--- src/rtl/timer8_cmp.sv ---
module timer8_cmp #(
  parameter int PSC_W = 10
) (
  input  logic       clk,
  input  logic       rst_n,
  input  logic       wr_en,
  input  logic [1:0] wr_addr,
  input  logic [7:0] wr_data,
  input  logic [1:0] rd_addr,
  output logic [7:0] rd_data,
  input  logic       dir_en,
  output logic       cmp_out,
  output logic       cmp_oe,
  output logic       irq_flag
);
  localparam logic [7:0] TOP = 8'hFF;

  logic [6:0]       ctrl_q;
  logic [7:0]       cnt_q, ocr_q;
  logic [PSC_W-1:0] psc_q, msk;
  logic             up_q, pin_q, flag_q, pin_nxt;

  wire       pwm  = ctrl_q[6];
  wire [1:0] mode = ctrl_q[5:4];
  wire       clr  = ctrl_q[3];
  wire [2:0] cs   = ctrl_q[2:0];

  wire wr_ctrl  = wr_en && wr_addr == 2'd0;
  wire wr_cnt   = wr_en && wr_addr == 2'd1;
  wire wr_ocr   = wr_en && wr_addr == 2'd2;
  wire wr_flag  = wr_en && wr_addr == 2'd3;
  wire force_go = wr_ctrl && wr_data[7] && !wr_data[6];

  always_comb begin
    case (cs)
      3'd2:    msk = PSC_W'(7);
      3'd3:    msk = PSC_W'(31);
      3'd4:    msk = PSC_W'(63);
      3'd5:    msk = PSC_W'(127);
      3'd6:    msk = PSC_W'(255);
      3'd7:    msk = PSC_W'(1023);
      default: msk = '0;
    endcase
  end

  wire tick    = (cs != 3'd0) && ((psc_q & msk) == msk);
  wire hit     = tick && (cnt_q == ocr_q);
  wire wrap_ev = pwm && clr && tick && (cnt_q == TOP);

  always_comb begin
    pin_nxt = pin_q;
    if (!pwm) begin
      if (hit || force_go)
        case (mode)
          2'b01:   pin_nxt = !pin_q;
          2'b10:   pin_nxt = 1'b0;
          2'b11:   pin_nxt = 1'b1;
          default: pin_nxt = pin_q;
        endcase
    end else if (mode[1]) begin
      if (hit)
        pin_nxt = (clr ? 1'b0 : !up_q) ^ mode[0];
      else if (wrap_ev)
        pin_nxt = !mode[0];
    end
  end

  always_ff @(posedge clk) begin
    if (!rst_n) begin
      ctrl_q <= '0;
      cnt_q  <= '0;
      ocr_q  <= '0;
      psc_q  <= '0;
      up_q   <= 1'b1;
      pin_q  <= 1'b0;
      flag_q <= 1'b0;
    end else begin
      psc_q <= psc_q + 1'b1;
      pin_q <= pin_nxt;
      if (wr_ctrl) ctrl_q <= wr_data[6:0];
      if (wr_ocr)  ocr_q  <= wr_data;
      if (hit)
        flag_q <= 1'b1;
      else if (wr_flag && wr_data[0])
        flag_q <= 1'b0;
      if (wr_cnt)
        cnt_q <= wr_data;
      else if (tick) begin
        if (!pwm)
          cnt_q <= (hit && clr) ? 8'd0 : cnt_q + 8'd1;
        else if (clr)
          cnt_q <= cnt_q + 8'd1;
        else if (up_q) begin
          if (cnt_q == TOP) begin
            cnt_q <= TOP - 8'd1;
            up_q  <= 1'b0;
          end else
            cnt_q <= cnt_q + 8'd1;
        end else begin
          if (cnt_q == 8'd0) begin
            cnt_q <= 8'd1;
            up_q  <= 1'b1;
          end else
            cnt_q <= cnt_q - 8'd1;
        end
      end
    end
  end

  always_comb begin
    case (rd_addr)
      2'd0:    rd_data = {1'b0, ctrl_q};
      2'd1:    rd_data = cnt_q;
      2'd2:    rd_data = ocr_q;
      default: rd_data = {7'd0, flag_q};
    endcase
  end

  assign cmp_out  = pin_q;
  assign cmp_oe   = dir_en && (mode != 2'b00);
  assign irq_flag = flag_q;

  AST_FLAG_FROM_HIT: assert property (@(posedge clk) disable iff (!rst_n)
    $rose(flag_q) |-> $past(hit));
  AST_FLAG_CLEARS: assert property (@(posedge clk) disable iff (!rst_n)
    (wr_flag && wr_data[0] && !hit) |=> !flag_q);
  AST_STOPPED_HOLDS: assert property (@(posedge clk) disable iff (!rst_n)
    (cs == 3'd0 && !wr_cnt) |=> $stable(cnt_q));
  AST_CLEAR_ON_HIT: assert property (@(posedge clk) disable iff (!rst_n)
    (hit && clr && !pwm && !wr_cnt) |=> cnt_q == 8'd0);
  AST_FORCE_NO_CLEAR: assert property (@(posedge clk) disable iff (!rst_n)
    (force_go && !tick && !wr_cnt) |=> $stable(cnt_q));
  AST_TURN_AT_TOP: assert property (@(posedge clk) disable iff (!rst_n)
    (pwm && !clr && tick && up_q && cnt_q == TOP && !wr_cnt) |=> cnt_q == TOP - 8'd1);
endmodule

--- config.mk ---
export PLATFORM = sky130hd
export DESIGN_NAME = timer8_cmp
export DESIGN_NICKNAME = d
export VERILOG_FILES = /design/src/rtl/timer8_cmp.sv
export SDC_FILE = /design/constraint.sdc
export NUM_CORES = 1
export LEC_CHECK = 0
export BUFFER_PORTS_ARGS = -buffer_cell sky130_fd_sc_hd__buf_2
export CORE_MARGIN = 2
export CORE_UTILIZATION = 59
export CTS_CLUSTER_SIZE = 28
export DETAILED_ROUTE_END_ITERATION = 10
export GPL_TIMING_DRIVEN = 1
export HOLD_SLACK_MARGIN = 0.03
export PLACE_DENSITY_LB_ADDON = 0.1
export SKIP_LAST_GASP = 1
export SLEW_MARGIN = 10
export SYNTH_ARGS = -nofsm -noshare
export SYNTH_HDL_FRONTEND = slang
export SYNTH_SLANG_ARGS = --single-unit
--- constraint.sdc ---
create_clock -name clk -period 2.11 [get_ports clk]
set_input_delay 0 -clock clk [delete_from_list [all_inputs] [get_ports clk]]
set_output_delay 0 -clock clk [all_outputs]
set_load 0.05 [all_outputs]
==> results of run 1 <==
worst min-delay path, stage by stage:
cell and delay, ns:
buf_2 0.14, mux2i_1 0.08, nor2_1 0.08
registers in the layout (all words and copies together) (netlist names):
register	cells
irq_flag	1
ctrl_q	7
cmp_out	1
psc_q	10
ocr_q	8
up_q	1
cnt_q	8
cell type report:
| type | instances | area [um2] |
|---|---|---|
| Multi-Input combinational cell | 242 | 1640 |
| Fill cell | 349 | 1190 |
| Sequential cell | 36 | 721 |
| Timing Repair Buffer | 47 | 303 |
| Clock buffer | 7 | 96.3 |
| Tap cell | 50 | 62.6 |
| Inverter | 11 | 41.3 |
power groups by stage:
stage               combinational [uW]  clock, uW  sequential, uW
CTS                                402        546             740
floorplan                          297          0             742
global route                       453        576             745
global placement                   388          0             754
detailed placement                 391          0             755
finish                             419        541             741
cell families after synthesis:
family	count (synthesis)	synth area share, %
compound gates	63	17.9
fa+ha+maj	4	1.99
buf+inv	34	7.00
xor+xnor	24	8.34
flops	36	28.6
simple gates	127	26.5
mux	23	9.68
layout by cell type, fill, tap and decap left out, types with 2 or more instances in the layout:
cell type and instances:
a211oi_1 2, a21oi_1 11, a22oi_1 2, a31oi_1 4, and2_1 2, and3_1 4, and3b_1 2, buf_2 26
buf_4 15, clkbuf_8 7, dfxtp_1 36, dlygate4sd3_1 6, ha_1 4, inv_1 11, mux2i_1 21, nand2_1 22
nand3_1 17, nand3b_1 2, nand4_1 8, nor2_1 37, nor2_2 2, nor2b_1 3, nor3_1 8, nor3b_1 3
nor4_1 2, o211ai_1 5, o21ai_0 15, o311a_1 2, o311ai_1 3, o31ai_1 3, or3_1 5, xnor2_1 18
xor2_1 6
repair_timing:
item                                    4_1_cts  5_1_grt
endpoints found under the hold margin        11        0
gates resized for setup                       0        2
endpoints found under the setup margin        0        5
hold buffers                                  6        0
worst max path at each step:
stage | slack [ns] | to | start | depth (start not counted)
after global placement | 0.14 | cnt_q[2]$_SDFFE_PN0P_ | cnt_q[1]$_SDFFE_PN0P_ | 8
after CTS | 0.11 | cnt_q[2]$_SDFFE_PN0P_ | cnt_q[1]$_SDFFE_PN0P_ | 8
after global routing | -0.03 | cnt_q[6]$_SDFFE_PN0P_ | cnt_q[1]$_SDFFE_PN0P_ | 8
final | 0.14 | cnt_q[1]$_SDFFE_PN0P_ | cnt_q[1]$_SDFFE_PN0P_ | 7
after detailed placement | 0.15 | cnt_q[2]$_SDFFE_PN0P_ | cnt_q[1]$_SDFFE_PN0P_ | 8
after floorplan | 0.28 | cnt_q[6]$_SDFFE_PN0P_ | cnt_q[0]$_SDFFE_PN0P_ | 9
per-layer routing:
layer	vias up	part of all wire, %	track usage (%)
met1	1180	42	42.6
met4	0	3.3	14.4
met5	-	0	0
met3	29	10	7.70
met2	154	45	48.3
li1	1181	-	-
metrics by stage:
step	TNS, ns	instance area (um2)
after floorplan	0	2520
after global placement	0	2690
after detailed placement	0	2690
after CTS	0	2850
after global routing	-0.0268	2860
final	0	2860
==> results_dict.tcl, run 1 <==
set metrics [dict create \
    p_leak_uw 0.00117 \
    drt_first_pass_iters 6 \
    diodes 0 \
    drc 0 \
    ant_nets 0 \
    synth-edff-count 0 \
    whs_ns 0.0401 \
    overflow 0 \
    cap_violations 0 \
    synth_seq_cells 36 \
    via_per_inst 6.47 \
    worst_path_max_delay_cell "dfxtp_1" \
    fin_crit_sh_pct 93.2 \
    synth_top_area_share_pct 28.6 \
    rows 23 \
    wirelength_mm 7.44 \
    port-buffer-count 26 \
    via_count 2544 \
    cp_cell_sequence "ha_1, nand3_2, o31ai_1, buf_4, o211ai_1, o311a_1, a211oi_1" \
    clock_path_buffers 2 \
    worst_setup_hold_path_clk_slew_ns 0.07 \
    p_int_uw 1160 \
    dp_cells 379 \
    hold_class "input port to flop" \
    routabilityCongestion 0.932 \
    syn_area_um2 2520 \
    io_pins 27 \
    die_width_um 69.4 \
    grt_pass1_wl_mm 12.2 \
    fin_ws_ns 0.144 \
    synth-main-ff-cell "dfxtp_1" \
    power_frac_comb_pct 24.6 \
    grt_max_degree 30 \
    slew_violations 0 \
    cp_slowest_stage_delay_ns 0.42 \
    die_area_um2 4810 \
    status "completed" \
    worstPathRequired_ns 2.32 \
    wl_per_cell_um 18.9 \
    ys_warn_count 0 \
    final-setup-viol-count 0 \
    synthMostInstantiatedCell "nor2_1" \
    crit_fanout 8 \
    drtIter0Drc 343 \
    insertion_delay_ns 0.29 \
    fin_skew_ns 0.00455 \
    r2r-start "cnt_q[1]$_SDFFE_PN0P_" \
    hold_viol 0 \
    htreeDepth 2 \
    slew_headroom_pct 55.4 \
    area_delta_synth_final_pct 13.7 \
    synth.top_cells.by_area "dfxtp_1 (29%), mux2i_1 (8.3%), xnor2_1 (6.3%)" \
    die_h_um 69.4 \
    syn_nets 331 \
    p_switching_uw 540 \
    syn_area_per_cell_um2 8.10 \
    root_buffer "clkbuf_8" \
    synth_common_cells "nor2_1 (37), dfxtp_1 (36), nand2_1 (22)" \
    start_kind "flop" \
    async_flop_share_pct 0 \
    pwr-share-clk_pct 31.8 \
    core_area_um2 4060 \
    end_kind "flop" \
    layout-drive-gt1-share_pct 19.2 \
    worst-path-buf-inv 1 \
    synth_cell_types 64 \
    fin_nets 363 \
    power_density_nw_per_um2 594 \
    fmax_mhz 509 \
    hold_start "wr_data[0]" \
    swShare_pct 31.8 \
    synthesis.instances 311 \
    clkSinkCount 36 \
    hold_depth 3 \
    r2r-end "cnt_q[1]$_SDFFE_PN0P_" \
    dp_slack_ns 0.146 \
    pwr-share-seq_pct 43.6 \
    final_cell_count_no_fill 393 \
    grt_usage_pct 31.8 \
    post_cts_buffers 0 \
    r2r_slack_ns 0.14 \
    hold_end "ocr_q[0]$_SDFFE_PN0P_" \
    initial_utilization_pct 62.1 \
    total_power_uw 1700 \
    netlist.top_cell.by_area "dfxtp_1" \
    grt_pass1_vias 2440 \
    ir_worst_vdd_mv 0.372 \
    worstMarginPinSlew_ns 0.666 \
    yosysSeqAreaShare_pct 28.6 \
    cts_tree "done" \
    antenna_found_initial 0 \
    critPathKind "flop to flop" \
    numCtsBuffers 5 \
    rsz0062_at_grt "yes" \
    cp_top_family "compound AO/OA/AOI/OAI gates" \
    period_minus_slack_ns 1.97 \
    worstRegToRegCells 7 \
    arrival_ns 2.18 \
    dp_hpwl_mm 5.15 \
    utilization_pct 70.6 \
]
(Power assumes the default switching activity.)
==> run 2: changes to the inputs <==
- ABC_AREA: default -> 1
==> run 2 against run 1 <==
Area after synthesis increased by 0.35%. First-iteration DRC count decreased by 24%. Combinational power increased by 17%. Wire length decreased by 5.5%. Critical endpoint is now cnt_q[6]$_SDFFE_PN0P_. Clock skew increased by 0.0018 ns. Utilization decreased by 0.86 points. Register-to-register slack improved by 0.16 ns. Fmax increased by 8.8%. Total power increased by 11%. Largest power group unchanged.
==> results_dict.tcl, run 2 <==
set metrics [dict create \
    synth_seq_cells 36 \
    final-setup-viol-count 0 \
    ir_worst_vdd_mv 0.435 \
    cap_violations 0 \
    initial_utilization_pct 62.3 \
    grt_pass1_wl_mm 12.1 \
    synthesis.instances 407 \
    p_leak_uw 0.00134 \
    timing.setup.tns_ns 0 \
    fin_crit_sh_pct 85.6 \
    final_cell_count_no_fill 486 \
    netlist.top_cell.by_area "dfxtp_1" \
    fmax_mhz 554 \
    worst_setup_hold_path_clk_slew_ns 0.08 \
    ys_warn_count 0 \
    layout-drive-gt1-share_pct 16.3 \
    fin_skew_ns 0.00638 \
    synth-main-ff-cell "dfxtp_1" \
    area_delta_synth_final_pct 11.9 \
    synth_compound_area_share_pct 18.0 \
    clkSinkCount 36 \
    io_pins 27 \
    slew_headroom_pct 61.2 \
    synthSimpleGateAreaFrac_pct 38.1 \
    cts_resized 0 \
    grt_usage_pct 30.5 \
    cts_tree "done" \
    diodes 0 \
    synth-edff-count 0 \
    slew_violations 0 \
    syn_area_per_cell_um2 6.21 \
    start_kind "flop" \
    final_area_um2 2830 \
    via_count 2794 \
    overflow 0 \
    muxShareOfSynthArea_pct 0 \
    final_cell_mix "nand2_1 (103), inv_1 (49), nor2_1 (46)" \
    arrival_ns 1.96 \
    hold_viol 0 \
    status "completed" \
    synthXorXnorAreaFrac_pct 2.08 \
    die_area_um2 4830 \
    yosysSeqAreaShare_pct 28.5 \
    dp_cells 474 \
    drtIter0Drc 259 \
    numCtsBuffers 5 \
    ant_nets 0 \
    grt_pass1_vias 2613 \
    end_kind "flop" \
    syn_area_um2 2530 \
    rows 23 \
    die_h_um 69.5 \
    total_power_uw 1890 \
    drt_first_pass_iters 7 \
    holdBufCountCts 4 \
    syn_nets 427 \
    synthMostInstantiatedCell "nand2_1" \
    placed_area_um2 2670 \
    power_density_nw_per_um2 668 \
    nFillCells 380 \
    port-buffer-count 26 \
    synth_cell_types 33 \
    core_area_um2 4060 \
    routabilityCongestion 0.942 \
    multi_input_comb_area_um2 1520 \
    synth_top_area_share_pct 28.5 \
    root_buffer "clkbuf_8" \
    wl_per_cell_um 14.5 \
    whs_ns 0.0435 \
    synth-adder-area-share_pct 1.98 \
    htreeDepth 2 \
    die_width_um 69.5 \
    top_register "psc_q" \
    async_flop_share_pct 0 \
    final-seq-area_um2 721 \
    largest_reg_flops 10 \
    worstPathRequired_ns 2.26 \
    dp_hpwl_mm 5.05 \
    via_per_inst 5.75 \
    worstMarginPinSlew_ns 0.581 \
    antenna_found_initial 0 \
    critPathKind "flop to flop" \
    grt_max_degree 25 \
    synth_common_cells "nand2_1 (103), inv_1 (49), nor2_1 (46)" \
    hold_class "input port to flop" \
    post_cts_buffers 0 \
    crit_fanout 8 \
    top_regs "psc_q: 10 flops, cnt_q: 8 flops, ocr_q: 8 flops" \
    wirelength_mm 7.03 \
    fin_nets 455 \
    insertion_delay_ns 0.29 \
    clock_path_buffers 2 \
    synth.top_cells.by_area "dfxtp_1 (29%), nand2_1 (15%), inv_1 (7.3%)" \
    layout_commonest_cell "nand2_1" \
    drc 0 \
    worstRegToRegCells 11 \
    period_minus_slack_ns 1.81 \
    synth_top_family_by_area "simple AND/OR/NAND/NOR gates" \
    hold_depth 3 \
    rsz0062_at_grt "no" \
]
[run 2: cell count changes after synthesis, moves of 16 or more]
cell and change:
inv_1 +38, xnor2_1 -18, a21oi_1 +20, nand2_1 +81, mux2i_1 -21, o21ai_0 +16
[run 2: path summary, 6_finish.rpt]
path / endpoint / slack [ns] / start
worst min register to register: psc_q[0]$_SDFF_PN0_ / 0.47 / psc_q[0]$_SDFF_PN0_
worst min-delay path: ocr_q[5]$_SDFFE_PN0P_ / 0.04 / wr_data[5]
worst max register to register: cnt_q[6]$_SDFFE_PN0P_ / 0.30 / cnt_q[4]$_SDFFE_PN0P_
worst max-delay path: cnt_q[6]$_SDFFE_PN0P_ / 0.30 / cnt_q[4]$_SDFFE_PN0P_
[run 2: power breakdown]
| group | switching (uW) | internal (uW) | total (uW) |
|---|---|---|---|
| clock network | 279 | 356 | 635 |
| logic | 333 | 159 | 492 |
| registers | 48.8 | 713 | 762 |
| total | 661 | 1230 | 1890 |
[run 2: final cells by class]
cell class              instances  area share [%]
multi-input cells             301            53.7
well taps                      50            2.21
clock inverters                 3            1.64
flip-flops and latches         36            25.5
repair buffers                 33            6.81
clock buffers                   5            2.43
inverters                      58            7.70
[run 2: logic make-up after synthesis]
| group | count (synthesis) |
|---|---|
| AOI/OAI and AO/OA | 80 |
| xor gates and xnor gates | 6 |
| adders and majority gates | 4 |
| buffers and inverters | 70 |
| DFF | 36 |
| and+or+nand+nor | 211 |
[run 2: worst max-delay path, cell delays in order (launching register included)]
cell     delay (ns)
dfxtp_1        0.52
inv_2          0.15
nand2_1        0.08
nand2_1        0.07
nor2_2         0.07
nand2_1        0.10
nor2_4         0.16
nand3_2        0.21
nand3_1        0.13
nand2_1        0.06
nand2_1        0.05
a21oi_1        0.06
[run 2: layer usage]
layer | track usage, % | share of wire (%)
met2 | 46.2 | 45
met4 | 11.1 | 2.1
met5 | 0 | 0
met3 | 6.25 | 7.9
met1 | 42.8 | 45
[run 2: through the flow]
stage | setup slack (ns) | util (%)
after floorplan | 0.625 | -
after global placement | 0.351 | 65.9
after detailed placement | 0.343 | 65.9
after CTS | 0.338 | 69.7
after global routing | 0.0851 | 69.7
final | 0.303 | 69.7
